## config.mk

```make
export PLATFORM = sky130hd
export DESIGN_NAME = i2c_regport_target
export DESIGN_NICKNAME = d
export VERILOG_FILES = /design/src/rtl/i2c_tgt_pkg.sv /design/src/rtl/i2c_tgt_sync.sv /design/src/rtl/i2c_tgt_cond.sv /design/src/rtl/i2c_tgt_ptr.sv /design/src/rtl/i2c_regport_target.sv
export SDC_FILE = /design/constraint.sdc
export NUM_CORES = 1
export LEC_CHECK = 0
export BUFFER_PORTS_ARGS = -buffer_cell sky130_fd_sc_hd__buf_2
export CORE_MARGIN = 1.5
export CORE_UTILIZATION = 56
export DETAILED_ROUTE_END_ITERATION = 10
export GPL_TIMING_DRIVEN = 0
export PLACE_DENSITY_LB_ADDON = 0.3
export SYNTH_ARGS = -nofsm -noshare
export SYNTH_HDL_FRONTEND = slang
export SYNTH_SLANG_ARGS = --single-unit
```

## constraint.sdc

```tcl
create_clock -name clk -period 3.6 [get_ports clk]
set_clock_uncertainty 0.15 [all_clocks]
set_input_delay 0.18 -clock clk [delete_from_list [all_inputs] [get_ports clk]]
set_output_delay 0.18 -clock clk [all_outputs]
set_load 0.01 [all_outputs]
```

## src/rtl/i2c_tgt_pkg.sv

```systemverilog
`timescale 1ns/1ps
package i2c_tgt_pkg;
   typedef enum logic [2:0] {
      ST_IDLE,
      ST_ADDR,
      ST_ACK,
      ST_SUB,
      ST_WDATA,
      ST_TX,
      ST_RACK,
      ST_SKIP
   } tgt_state_e;
endpackage

```

## src/rtl/i2c_tgt_sync.sv

```systemverilog
`timescale 1ns/1ps
module i2c_tgt_sync #(
   parameter int   STAGES = 2,
   parameter logic INIT   = 1'b1
) (
   input  logic clk,
   input  logic rst_n,
   input  logic d,
   output logic q
);
   if (STAGES < 2) begin : g_bad_stages
      $error("i2c_tgt_sync: STAGES must be at least 2");
   end

   logic [STAGES-1:0] chain;

   always_ff @(posedge clk or negedge rst_n) begin
      if (!rst_n) chain <= {STAGES{INIT}};
      else        chain <= {chain[STAGES-2:0], d};
   end

   assign q = chain[STAGES-1];
endmodule

```

## src/rtl/i2c_tgt_cond.sv

```systemverilog
`timescale 1ns/1ps
module i2c_tgt_cond (
   input  logic clk,
   input  logic rst_n,
   input  logic scl_s,
   input  logic sda_s,
   output logic scl_rise,
   output logic scl_fall,
   output logic start_det,
   output logic stop_det
);
   logic scl_q, sda_q;

   always_ff @(posedge clk or negedge rst_n) begin
      if (!rst_n) begin
         scl_q <= 1'b1;
         sda_q <= 1'b1;
      end else begin
         scl_q <= scl_s;
         sda_q <= sda_s;
      end
   end

   assign scl_rise  = scl_s & ~scl_q;
   assign scl_fall  = ~scl_s & scl_q;
   assign start_det = scl_s & scl_q & sda_q & ~sda_s;
   assign stop_det  = scl_s & scl_q & ~sda_q & sda_s;
endmodule

```

## src/rtl/i2c_tgt_ptr.sv

```systemverilog
`timescale 1ns/1ps
module i2c_tgt_ptr #(
   parameter int AW = 7
) (
   input  logic          clk,
   input  logic          rst_n,
   input  logic          load,
   input  logic [AW-1:0] load_ptr,
   input  logic          load_inc,
   input  logic          adv,
   output logic [AW-1:0] ptr,
   output logic          ainc
);
   localparam logic [AW-1:0] PTR_LAST = {AW{1'b1}};

   always_ff @(posedge clk or negedge rst_n) begin
      if (!rst_n) begin
         ptr  <= '0;
         ainc <= 1'b0;
      end else if (load) begin
         ptr  <= load_ptr;
         ainc <= load_inc;
      end else if (adv && ainc) begin
         ptr <= (ptr == PTR_LAST) ? '0 : ptr + 1'b1;
      end
   end
endmodule

```

## src/rtl/i2c_regport_target.sv

```systemverilog
`timescale 1ns/1ps
module i2c_regport_target #(
   parameter logic [6:0] DEV_ADDR    = 7'b0011101,
   parameter int         REG_AW      = 7,
   parameter int         DATA_W      = 8,
   parameter int         SYNC_STAGES = 2
) (
   input  logic              clk,
   input  logic              rst_n,
   input  logic              scl_i,
   input  logic              sda_i,
   output logic              sda_oe,
   output logic [REG_AW-1:0] reg_addr,
   output logic [DATA_W-1:0] reg_wdata,
   output logic              reg_we,
   input  logic [DATA_W-1:0] reg_rdata,
   output logic              reg_re
);
   import i2c_tgt_pkg::*;

   localparam int                CNT_W    = $clog2(DATA_W + 1);
   localparam logic [CNT_W-1:0]  CNT_FULL = CNT_W'(DATA_W);
   localparam logic [CNT_W-1:0]  CNT_LAST = CNT_W'(DATA_W - 1);

   if (DATA_W != 8) begin : g_bad_dw
      $error("i2c_regport_target: bus bytes are 8 bits wide");
   end
   if (REG_AW < 1 || REG_AW > 7) begin : g_bad_aw
      $error("i2c_regport_target: pointer width must fit the 7 low pointer-byte bits");
   end

   // line conditioning
   logic [1:0] pins_raw, pins_s;
   logic       scl_s, sda_s;
   assign pins_raw = {sda_i, scl_i};

   for (genvar i = 0; i < 2; i++) begin : g_sync
      i2c_tgt_sync #(.STAGES(SYNC_STAGES), .INIT(1'b1)) u_sync (
         .clk   (clk),
         .rst_n (rst_n),
         .d     (pins_raw[i]),
         .q     (pins_s[i])
      );
   end
   assign scl_s = pins_s[0];
   assign sda_s = pins_s[1];

   logic scl_rise, scl_fall, start_det, stop_det;

   i2c_tgt_cond u_cond (
      .clk       (clk),
      .rst_n     (rst_n),
      .scl_s     (scl_s),
      .sda_s     (sda_s),
      .scl_rise  (scl_rise),
      .scl_fall  (scl_fall),
      .start_det (start_det),
      .stop_det  (stop_det)
   );

   // transfer state
   tgt_state_e        state, after_ack;
   logic [CNT_W-1:0]  cnt;
   logic [DATA_W-1:0] shreg;
   logic [DATA_W-1:0] wdata_q;
   logic              we_q, re_q, rack_ok;
   logic              byte_done;

   assign byte_done = scl_fall && (cnt == CNT_FULL);

   // pointer
   logic              ptr_load, ptr_ainc;
   logic [REG_AW-1:0] ptr;

   assign ptr_load = (state == ST_SUB) && byte_done && !start_det && !stop_det;

   i2c_tgt_ptr #(.AW(REG_AW)) u_ptr (
      .clk      (clk),
      .rst_n    (rst_n),
      .load     (ptr_load),
      .load_ptr (shreg[REG_AW-1:0]),
      .load_inc (shreg[DATA_W-1]),
      .adv      (we_q | re_q),
      .ptr      (ptr),
      .ainc     (ptr_ainc)
   );

   always_ff @(posedge clk or negedge rst_n) begin
      if (!rst_n) begin
         state     <= ST_IDLE;
         after_ack <= ST_IDLE;
         cnt       <= '0;
         shreg     <= '0;
         wdata_q   <= '0;
         we_q      <= 1'b0;
         re_q      <= 1'b0;
         rack_ok   <= 1'b0;
      end else begin
         we_q <= 1'b0;
         re_q <= 1'b0;
         if (re_q) shreg <= reg_rdata;

         if (stop_det) begin
            state <= ST_IDLE;
            cnt   <= '0;
         end else if (start_det) begin
            state <= ST_ADDR;
            cnt   <= '0;
         end else begin
            case (state)
               ST_ADDR, ST_SUB, ST_WDATA: begin
                  if (scl_rise && cnt != CNT_FULL) begin
                     shreg <= {shreg[DATA_W-2:0], sda_s};
                     cnt   <= cnt + 1'b1;
                  end else if (byte_done) begin
                     cnt <= '0;
                     if (state == ST_ADDR) begin
                        if (shreg[DATA_W-1:1] == DEV_ADDR) begin
                           state     <= ST_ACK;
                           after_ack <= shreg[0] ? ST_TX : ST_SUB;
                           re_q      <= shreg[0];
                        end else begin
                           state <= ST_SKIP;
                        end
                     end else begin
                        state     <= ST_ACK;
                        after_ack <= ST_WDATA;
                        if (state == ST_WDATA) begin
                           we_q    <= 1'b1;
                           wdata_q <= shreg;
                        end
                     end
                  end
               end
               ST_ACK: begin
                  if (scl_fall) begin
                     state <= after_ack;
                     cnt   <= '0;
                  end
               end
               ST_TX: begin
                  if (scl_fall) begin
                     if (cnt == CNT_LAST) begin
                        state <= ST_RACK;
                        cnt   <= '0;
                     end else begin
                        shreg <= {shreg[DATA_W-2:0], 1'b0};
                        cnt   <= cnt + 1'b1;
                     end
                  end
               end
               ST_RACK: begin
                  if (scl_rise) begin
                     rack_ok <= ~sda_s;
                     re_q    <= ~sda_s;
                  end else if (scl_fall) begin
                     state <= rack_ok ? ST_TX : ST_SKIP;
                     cnt   <= '0;
                  end
               end
               default: ;
            endcase
         end
      end
   end

   assign sda_oe    = (state == ST_ACK) || ((state == ST_TX) && !shreg[DATA_W-1]);
   assign reg_addr  = ptr;
   assign reg_wdata = wdata_q;
   assign reg_we    = we_q;
   assign reg_re    = re_q;
endmodule

```

# --- After elaboration in Yosys (flattened, before gate mapping) ---
# Cells that the tools add are included.
# Widths: inputs -> output; s select.
word_totals:
  reg_bits: 43
  input_bits: 12
  output_inout_bits: 18
classes:
  n_addsub: 2
  n_eq_ne: 20
  mux: 50
  bitwise_logic: 16
  n_reduce_logical: 19
ops:
  columns: ["cell", "n"]
  rows:
  - ["$mux 8", 6]
  - ["$mux 3", 14]
  - ["$mux 4", 8]
  - ["$ne 4x4->1 const B", 8]
  - ["$mux 7", 3]
  - ["$pmux 4 s4", 1]
  - ["$pmux 8 s2", 1]
  - ["$mux 1", 14]
  - ["$pmux 3 s4", 1]
  - ["$eq 3x3->1 const B", 3]
  - ["$not 1->1", 8]
  - ["$reduce_and 4->1", 2]
  - ["$reduce_and 8->1", 1]
  - ["$add 7x1->7 const B", 1]
  - ["$and 1x1->1", 7]
  - ["$eq 7x5->1 const B", 1]
  - ["$eq 7x7->1 const B", 1]
  - ["$logic_and 1x1->1", 7]
  - ["$reduce_and 7->1", 1]
  - ["$eq 3x2->1 const B", 2]
  - ["$reduce_and 6->1", 1]
  - ["$reduce_bool 6->1", 1]
  - ["$ne 5x5->1 const B", 1]
  - ["$add 4x1->4 const B", 1]
  - ["other kinds (11)", 13]

# --- Logic depth before layout (Yosys ltp) ---
# Gate-level depths: netlist (run 1).
depth:
  ltp_word: 8
  mapped_depth: 8
  mapped_depth_nobuf: 7

# --- By module ---
# From an unflattened synthesis (run 1), not the netlist that was laid out.
hier_totals:
  hier_cells: 213
  area_unflattened_um2: 2224.6
modules_own_cells:
  columns: ["module", "instances", "cells_each", "area_per_inst_um2", "seq_area_each_um2"]
  rows:
  - ["i2c_regport_target", 1, 151, 1565.3, 725.7]
  - ["i2c_tgt_ptr", 1, 52, 469.2, 200.2]
  - ["i2c_tgt_sync", 2, 2, 52.6, 52.6]
  - ["i2c_tgt_cond", 1, 6, 85.1, 52.6]

# --- Worst setup path after synthesis (run 1) ---
# Ideal clock, no wire load.
synth_timing:
  path_type: "register to register"
  from: "register cnt[1]"
  to: "register state[0]"
  setup_ns: 0.126
  t_arrival_ns: 1.550
  t_required_ns: 3.324
  path_slack_ns: 1.774
  stages_incl_launch_ff: 8
  path_buffers: 0
  cell_sequence: "dfrtp_1 > inv_1 > ha_1 > nand3b_4 > or2_1 > o32ai_1 > a221oi_2 > o32a_1"
synth_between:
  elab_chain_cells: 4
synth_rtl:
  columns: ["element", "line_no", "rtl"]
  rows:
  - ["from (decl)", "i2c_regport_target.sv:63", "logic [CNT_W-1:0] cnt;"]
  - ["from (signal assigned)", "i2c_regport_target.sv:114", "cnt <= cnt + 1'b1;"]
  - ["from (signal assigned)", "i2c_regport_target.sv:148", "cnt <= cnt + 1'b1;"]
  - ["$ne 4x4->1 or $eq 4x4->1 (tied branches)", "i2c_regport_target.sv:112, i2c_regport_target.sv:69", null]
  - ["$logic_and 1x1->1 (on tied branches)", "i2c_regport_target.sv:112, i2c_regport_target.sv:69", null]
  - ["$ne 4x4->1 (no line)", null, null]
  - ["$reduce_and 8->1 (no line) (*)", null, null]
  - ["to (signal assigned)", "i2c_regport_target.sv:137", "state <= after_ack;"]
  - ["to (signal assigned)", "i2c_regport_target.sv:157", "state <= rack_ok ? ST_TX : ST_SKIP;"]
  - ["to (decl)", "i2c_regport_target.sv:62", "tgt_state_e state, after_ack;"]
# Every way passes the cells marked *; elsewhere a longest branch is shown, timed or not.
# A chain may end at the register's enable or synchronous reset.

# --- Worst setup path after layout (run 1) ---
layout_timing:
  from: "register cnt[1]"
  to: "register wdata_q[3], in the netlist reg_wdata[3]"
layout_between:
  elab_chain_cells: 4
layout_rtl:
  columns: ["element", "line_no", "rtl"]
  rows:
  - ["$ne 4x4->1", "i2c_regport_target.sv:112", "if (scl_rise && cnt != CNT_FULL) begin"]
  - ["$logic_and 1x1->1", "i2c_regport_target.sv:112", null]
  - ["$not 1->1 (no line)", null, null]
  - ["$reduce_and 7->1 (no line) (*)", null, null]
  - ["to (signal assigned)", "i2c_regport_target.sv:130", "wdata_q <= shreg;"]
  - ["to (decl)", "i2c_regport_target.sv:65", "logic [DATA_W-1:0] wdata_q;"]
# Marked as above.

==> flow_summary.toml, run 1 <==
[place]
io_buffers = 29
gp_congestion = 0.939
post-place-ws_ns = 1.57
place_hpwl_mm = 3.34
postPlaceCellArea_mm2 = 0.00248

[global_route]
gr-total-overflow = 0
track_usage_pct = 23.9
grt_max_degree = 44
antenna_found_initial = 0
grt_pass1_wl_mm = 7.78
grt_pass1_vias = 1631

[setup_path]
criticalPathCategory = "reg -> reg"
worstPathArrival_ns = 2.08
cp_max_fo = 10
worstPathRequired_ns = 3.64
crit_buf_inv = 1
cp-end-kind = "flop"
cp_slowest_cell = "dfrtp_1"
start_kind = "flop"
crit_chain = "inv_1 -> ha_1 -> nand3b_4 -> nor2_1 -> nand2_2 -> mux2_2"
cpPeakStageDelay_ns = 0.40
cp_top_family = "simple AND/OR/NAND/NOR gates"

[cts]
cts-resized-gates = 0
path_clk_slew_ns = 0.08
clk-insertion-delay-late_ns = 0.31
numCtsBuffers = 5
clock_sinks = 43
cts_max_level = 2
cts_tree = "built"
cts-root-buf = "clkbuf_8"
clockBufferDepth = 2

[synthesis]
syn_avg_cell_area_um2 = 10.4
syn-num-nets = 234
ys_seq_elements = 43
yosysSeqAreaShare_pct = 47.6
synth-edff-count = 0
netlist_instances = 219
ys_async_sr_fraction_pct = 100
yosys_warnings = 0
ys_types = 56
syn_area_mm2 = 0.00227
synth_flop_cell = "dfrtp_1"

[timing]
drv_slew = 0
relSlewSlack_pct = 37.8
rsz0062_at_grt = "false"
fin_ws_ns = 1.56
tns_ns = 0
worst_pin_slew_ns = 0.934
max_freq_mhz = 489
setup_viol = 0
hold_viol_final = 0
fin_crit_sh_pct = 56.8
layout_min_cycle_time_ns = 2.04
whs_ns = 0.0327

[final_layout]
layout-drive-gt1-share_pct = 30.1
final_area_mm2 = 0.00259
nNetsFinal = 273
area_growth_pct = 14.1
finalCoreUtilization_pct = 68.8
antenna_cells = 0

[die]
dieHeight_um = 66.7
core_mm2 = 0.00377
start_util_pct = 60.3
io_pins = 30
die_area_mm2 = 0.00445
rows = 22
fp.dieW_um = 66.7

[routing]
via_per_inst = 5.83
wl_mm = 4.59
ant_nets = 0
wl_per_cell_um = 14.9
vias = 1789
drc = 0
dr.first_iter.drc_count = 97
drtPass1Iterations = 4

[power_and_ir_drop]
total_leakage_power_nw = 1.24
internal-power_mw = 0.751
ir_worst_vdd_mv = 0.314
p_sw_share_pct = 30.4
combPwrFrac_pct = 16.9
power.switching_mw = 0.327
powerDensity_mw_per_mm2 = 415
seqPwrFrac_pct = 55.0
power_frac_clock_pct = 28.1

[hold_path]
hp-class = "in -> reg"

[run]
maxCapViolCount = 0

[status]
status = "completed"
## kinds of logic (layout without fill, tap and decap cells)
group | Yosys count | in the layout | share of synthesized area, %
DFF | 43 | 43 | 47.6
buffers and inverters | 13 | 53 | 2.70
xor gates and xnor gates | 5 | 5 | 1.93
adders and majority gates | 3 | 3 | 1.65
muxes | 19 | 19 | 9.02
and+or+nand+nor | 83 | 83 | 19.7
AOI/OAI and AO/OA | 53 | 53 | 17.3
## layout by cell type, fill, tap and decap left out, drive strengths merged, types with 3 or more instances in the layout
cell type / instances
a21oi: 16
a31oi: 4
buf: 34
clkbuf: 7
dfrtp: 37
dfstp: 6
dlygate4sd3: 3
ha: 3
inv: 7
mux2: 12
mux2i: 7
nand2: 24
nand2b: 3
nand3: 6
nor2: 28
nor3: 3
nor3b: 3
o21ai: 15
o32ai: 4
xor2: 3
## stage by stage
stage	cells	power [mW]
floorplan	219	0.720
detailed placement	296	0.781
global placement	296	0.772
finish	307	1.08
global route	307	1.13
CTS	307	1.08
## tightest hold or removal path, delay by kind of cell
family / cells / cell delay [ns]
buffers and inverters: 1 / 0.08
AOI/OAI and AO/OA: 1 / 0.13
muxes: 1 / 0.07
## cell type report
class | instances | area, um^2
Sequential cell | 43 | 1080
Tap cell | 48 | 60.1
Buffer | 6 | 35.0
Clock inverter | 2 | 12.5
Clock buffer | 6 | 72.6
Fill cell | 281 | 1180
Multi-Input combinational cell | 163 | 1130
Timing Repair Buffer | 32 | 175
Inverter | 7 | 26.3
## layer usage
layer  vias to the layer above  wire, um  GRT usage, %
met2                        45      2130          36.6
met3                         8       241          5.91
li1                        867         -             -
met4                         0        76          9.18
met5                         -         0             0
met1                       869      2130          32.7
## power groups by stage
| stage | clock network [mW] | logic, mW | registers [mW] |
|---|---|---|---|
| floorplan | 0 | 0.141 | 0.578 |
| global placement | 0 | 0.173 | 0.599 |
| detailed placement | 0 | 0.180 | 0.601 |
| CTS | 0.308 | 0.183 | 0.592 |
| global route | 0.328 | 0.202 | 0.602 |
| finish | 0.303 | 0.182 | 0.593 |
## timing repair
item | in CTS | in global routing
setup buffers | 0 | 0
hold endpoints to repair | 39 | 0
setup endpoints to repair | 0 | 0
hold buffers | 3 | 0
## cell usage after synthesis, types with 3 or more instances
library cell  count  area (um^2)
nand3_1           5         25.0
mux2i_1           7         70.1
nor2_1           27          101
ha_1              3         37.5
a21oi_1          11         55.1
a31oi_1           4         25.0
buf_2             4         20.0
nand2_1          23         86.3
dfrtp_1          37          926
mux2_2           12          135
o21ai_0          14         70.1
a21oi_2           5         43.8
xor2_1            3         26.3
o32ai_1           3         26.3
dfstp_2           6          158
inv_1             7         26.3
nor3b_1           3         22.5
## path summary, 6_finish.rpt
kind	start	to	slack [ns]	cells past startpoint
setup / recovery	cnt[1]$_DFFE_PN0P_	reg_wdata[3]$_DFFE_PN0P_	1.56	6
hold / removal	reg_rdata[2]	shreg[2]$_DFF_PN0_	0.03	3
max in group asynchronous	rst_n	rack_ok$_DFFE_PN0P_	2.31	2
min in group asynchronous	rst_n	state[2]$_DFFE_PN0P_	0.40	2
setup reg to reg	cnt[1]$_DFFE_PN0P_	reg_wdata[3]$_DFFE_PN0P_	1.56	6
hold reg to reg	g_sync[1].u_sync.chain[0]$_DFF_PN1_	g_sync[1].u_sync.chain[1]$_DFF_PN1_	0.21	0
## state kept, by name (all words and copies together), names as in the netlist
name / flops
reg_we: 1
shreg: 8
g_sync.u_sync.chain: 4
after_ack: 3
u_ptr.ptr: 7
state: 3
reg_wdata: 8
cnt: 4
reg_re: 1
u_cond.scl_q: 1
rack_ok: 1
u_cond.sda_q: 1
u_ptr.ainc: 1
Note: power is estimated with default switching activity, not from simulation.
==> run 2, diff against run 1 <==
- CORE_UTILIZATION: 56 -> 51
- clock period: 3.6 -> 1.85 ns (I/O delays scaled with it)
==> flow_summary.toml, run 2 (same netlist as run 1, synthesis figures left out) <==
[place]
place_hpwl_mm = 3.41
io_buffers = 29
post-place-ws_ns = -0.175
gp_congestion = 0.898
dp_cells = 300

[timing]
max_freq_mhz = 533
fin_ws_ns = -0.0265
worst_pin_slew_ns = 0.938
layout_min_cycle_time_ns = 1.88
tns_ns = -0.0601
fin_crit_sh_pct = 101
relSlewSlack_pct = 37.5
setup_viol = 5
rsz0062_at_grt = "true"
whs_ns = 0.00960
drv_slew = 0
hold_viol_final = 0

[final_layout]
layout_commonest_cell = "dfrtp_1"
multi_input_area_mm2 = 0.00125
nNetsFinal = 300
finalCoreUtilization_pct = 68.6
final_cell_mix = "dfrtp_1 (36), buf_2 (31), nand2_1 (22)"
layout.cells.non_filler = 338
antenna_cells = 0
n_fill_cell = 327
layout-drive-gt1-share_pct = 43.0
seqCellArea_mm2 = 0.00108
area_growth_pct = 30.4

[routing]
ant_nets = 0
drc = 0
wl_per_cell_um = 16.8
dr.first_iter.drc_count = 97
via_per_inst = 5.79
drtPass1Iterations = 4
vias = 1957
wl_mm = 5.67

[global_route]
grt_max_degree = 44
grt_pass1_wl_mm = 9.21
antenna_found_initial = 0
gr-total-overflow = 0
track_usage_pct = 23.9
grt_pass1_vias = 1877

[power_and_ir_drop]
powerDensity_mw_per_mm2 = 763
total_leakage_power_nw = 1.39
ir_worst_vdd_mv = 0.558

[setup_path]
criticalPathCategory = "reg -> reg"
cp-end-kind = "flop"
worstPathRequired_ns = 1.94
start_kind = "flop"
cp_max_fo = 5
worstPathArrival_ns = 1.96

[die]
start_util_pct = 52.6
core_mm2 = 0.00432
dieHeight_um = 69.8
die_area_mm2 = 0.00487
rows = 24
io_pins = 30
fp.dieW_um = 69.8

[run]
maxCapViolCount = 0

[cts]
numCtsBuffers = 5
clock_sinks = 43
cts_tree = "built"
cts_max_level = 2
clockBufferDepth = 2
path_clk_slew_ns = 0.08
cts-root-buf = "clkbuf_8"
clk-insertion-delay-late_ns = 0.30

[hold_path]
hp-class = "in -> reg"

[status]
status = "finished with violations"
violations = "negative setup slack"
-- run 2: cell count changes in the layout (fill, tap and decap cells not counted), moves of 4 or more --
cell / before / now
dlygate4sd3_1: 3 / 10
buf_4: 0 / 17
nor2_2: 0 / 5
nor2_1: 27 / 21
o21ai_0: 14 / 10
buf_6: 1 / 5
-- run 2: final cells by class --
class / count / share of cell area, %
inverter: 7 / 0.886
multi-input combinational: 163 / 42.3
buffer: 6 / 1.39
clock inverter: 2 / 0.422
timing repair buffer: 59 / 13.8
clock buffer: 6 / 2.45
sequential: 43 / 36.6
tap: 52 / 2.19
-- run 2: path summary, 6_finish.rpt --
check / start / end / slack [ns] / cells past startpoint
max in group asynchronous: rst_n / state[0]$_DFFE_PN0P_ / 0.60 / 2
min in group asynchronous: rst_n / cnt[2]$_DFFE_PN0P_ / 0.32 / 2
setup / recovery: g_sync[0].u_sync.chain[1]$_DFF_PN1_ / shreg[6]$_DFF_PN0_ / -0.03 / 7
hold / removal: reg_rdata[5] / shreg[5]$_DFF_PN0_ / 0.01 / 4
hold reg to reg: g_sync[1].u_sync.chain[0]$_DFF_PN1_ / g_sync[1].u_sync.chain[1]$_DFF_PN1_ / 0.21 / 0
setup reg to reg: g_sync[0].u_sync.chain[1]$_DFF_PN1_ / shreg[6]$_DFF_PN0_ / -0.03 / 7
-- run 2: repair_timing --
item	in CTS	in global routing
setup endpoints to repair	32	32
hold endpoints to repair	46	0
gates cloned	1	0
setup buffers	12	7
gates resized for setup	19	25
pin swaps	9	7
hold buffers	10	0
-- run 2: layer usage --
| layer | track usage [%] | share of wire [%] | vias to the layer above | routed length [um] |
|---|---|---|---|---|
| li1 | - | - | 922 | - |
| met1 | 33.1 | 42 | 952 | 2400 |
| met2 | 38.7 | 50 | 74 | 2850 |
| met3 | 5.38 | 5.8 | 9 | 327 |
| met4 | 5.34 | 1.5 | 0 | 87 |
| met5 | 0 | 0 | - | 0 |
-- run 2: critical path, stage by stage (launching register included) --
cell,delay (ns)
dfstp_2,0.57
buf_6,0.10
nand3b_1,0.22
o32ai_4,0.14
a22oi_4,0.31
buf_4,0.18
nor2_1,0.04
a21oi_2,0.10
-- run 2: power breakdown --
part	leakage (nW)	internal [mW]	switching (mW)
Clock	0.0412	0.264	0.329
Sequential	0.551	1.03	0.135
Combinational	0.794	0.262	0.247
Total	1.39	1.55	0.711
-- run 2: stage by stage --
stage / instance area (um^2) / total power, mW
after global routing: 2970 / 2.39
after floorplan: 2270 / 1.40
after detailed placement: 2480 / 1.52
after CTS: 2840 / 2.21
after global placement: 2480 / 1.50
final: 2970 / 2.26
==> run 3, diff against run 2 <==
- GPL_TIMING_DRIVEN: 0 -> not set
==> flow_summary.toml, run 3 (same netlist as run 1, synthesis figures left out) <==
[setup_path]
worstPathArrival_ns = 1.91
cpPeakStageDelay_ns = 0.56
start_kind = "flop"
cp_max_fo = 15
cp_slowest_cell = "dfstp_2"
worstPathRequired_ns = 1.89
crit_buf_inv = 1
crit_chain = "or2b_4 -> o32ai_4 -> a22oi_4 -> buf_12 -> nor2_2 -> a21oi_2"
criticalPathCategory = "reg -> reg"
cp-end-kind = "flop"
cp_top_family = "flip-flops"

[status]
violations = "negative setup slack"
status = "finished with violations"

[power_and_ir_drop]
total_leakage_power_nw = 1.43
powerDensity_mw_per_mm2 = 770
total_power_mw = 2.34
ir_worst_vdd_mv = 0.613

[die]
fp.dieW_um = 69.8
die_area_mm2 = 0.00487
core_mm2 = 0.00432
start_util_pct = 52.6
io_pins = 30
dieHeight_um = 69.8
rows = 24

[final_layout]
multi_input_area_mm2 = 0.00125
area_growth_pct = 33.7
antenna_cells = 0
seqCellArea_mm2 = 0.00109
nNetsFinal = 310
n_fill_cell = 319
layout-drive-gt1-share_pct = 45.3
final_cell_mix = "dfrtp_1 (35), buf_4 (35), buf_2 (29)"

[global_route]
grt_max_degree = 44
grt_pass1_vias = 2006
antenna_found_initial = 0
grt_pass1_wl_mm = 9.40
gr-total-overflow = 0
track_usage_pct = 24.4

[routing]
wl_mm = 5.83
dr.first_iter.drc_count = 110
vias = 1958
ant_nets = 0
wl_per_cell_um = 16.7
drtPass1Iterations = 4
via_per_inst = 5.63
drc = 0

[cts]
clock_sinks = 43
clockBufferDepth = 2
cts_tree = "built"
cts-root-buf = "clkbuf_8"
path_clk_slew_ns = 0.08
clk-insertion-delay-late_ns = 0.31
cts_max_level = 2
numCtsBuffers = 5

[place]
post-place-ws_ns = -0.103
io_buffers = 29
gp_congestion = 0.942
place_hpwl_mm = 3.81

[timing]
fin_crit_sh_pct = 101
worst_pin_slew_ns = 0.545
fin_ws_ns = -0.0200
drv_slew = 0
layout_min_cycle_time_ns = 1.87
setup_viol = 1
relSlewSlack_pct = 63.7
hold_viol_final = 0
max_freq_mhz = 535
rsz0062_at_grt = "true"

[hold_path]
hp-class = "in -> reg"

[run]
maxCapViolCount = 0
## run 3: changes by cell type in the layout (fill, tap and decap cells not counted), sizes merged
| cell | before | now |
|---|---|---|
| buf | 53 | 65 |
| clkbuf | 8 | 7 |
| dlygate4sd3 | 10 | 9 |
## run 3: report_power, final
part	leakage, nW	switching [mW]	internal [mW]	total (mW)
combinational	0.843	0.298	0.309	0.607
clock	0.0412	0.340	0.264	0.604
sequential	0.550	0.103	1.03	1.13
total	1.43	0.741	1.60	2.34
## run 3: layout make-up
type                            instances  share of cell area [%]
Multi-Input combinational cell        163                    41.3
Clock buffer                            6                    2.39
Timing Repair Buffer                   75                    17.2
Sequential cell                        43                    35.7
Inverter                                7                   0.864
Clock inverter                          2                   0.412
Tap cell                               52                    2.14
## run 3: metrics by stage
step | hold WS, ns | instances | setup TNS [ns] | cell area [um^2] | utilization [%]
CTS | 0.0121 | 341 | -0.00360 | 2900 | 67.0
finish | 0.0174 | 348 | -0.0200 | 3040 | 70.3
floorplan | -0.353 | 219 | 0 | 2270 | -
global placement | 0.0443 | 323 | -0.00781 | 2680 | 62.0
global route | 0.0209 | 348 | -0.662 | 3040 | 70.3
detailed placement | 0.0475 | 323 | -0.237 | 2680 | 62.0
## run 3: tightest hold or removal path, cell delays in order
cell	delay [ns]
buf_2	0.08
mux2_2	0.13
nand2_1	0.04
o21ai_1	0.08
## run 3: metal layers
metal	GRT usage (%)	wire length [um]	up-vias
met2	41.7	2920	46
met4	9.19	138	0
met5	0	0	-
met3	4.65	206	15
li1	-	-	938
met1	30.8	2560	959
## run 3: timing repair
item,CTS,global route
endpoints found under the setup margin,16,32
resized for setup,9,24
hold buffers,9,0
setup buffers,1,7
pin swaps,4,12
hold endpoints to repair,45,0
## run 3: path summary, 6_finish.rpt
check	startpoint	to	slack, ns	depth (start not counted)
worst min register to register	g_sync[0].u_sync.chain[0]$_DFF_PN1_	g_sync[0].u_sync.chain[1]$_DFF_PN1_	0.21	0
min in group asynchronous	rst_n	cnt[0]$_DFFE_PN0P_	0.24	3
worst max-delay path	g_sync[0].u_sync.chain[1]$_DFF_PN1_	shreg[2]$_DFF_PN0_	-0.02	6
worst min-delay path	reg_rdata[1]	shreg[1]$_DFF_PN0_	0.02	4
worst max register to register	g_sync[0].u_sync.chain[1]$_DFF_PN1_	shreg[2]$_DFF_PN0_	-0.02	6
max in group asynchronous	rst_n	state[2]$_DFFE_PN0P_	0.90	3
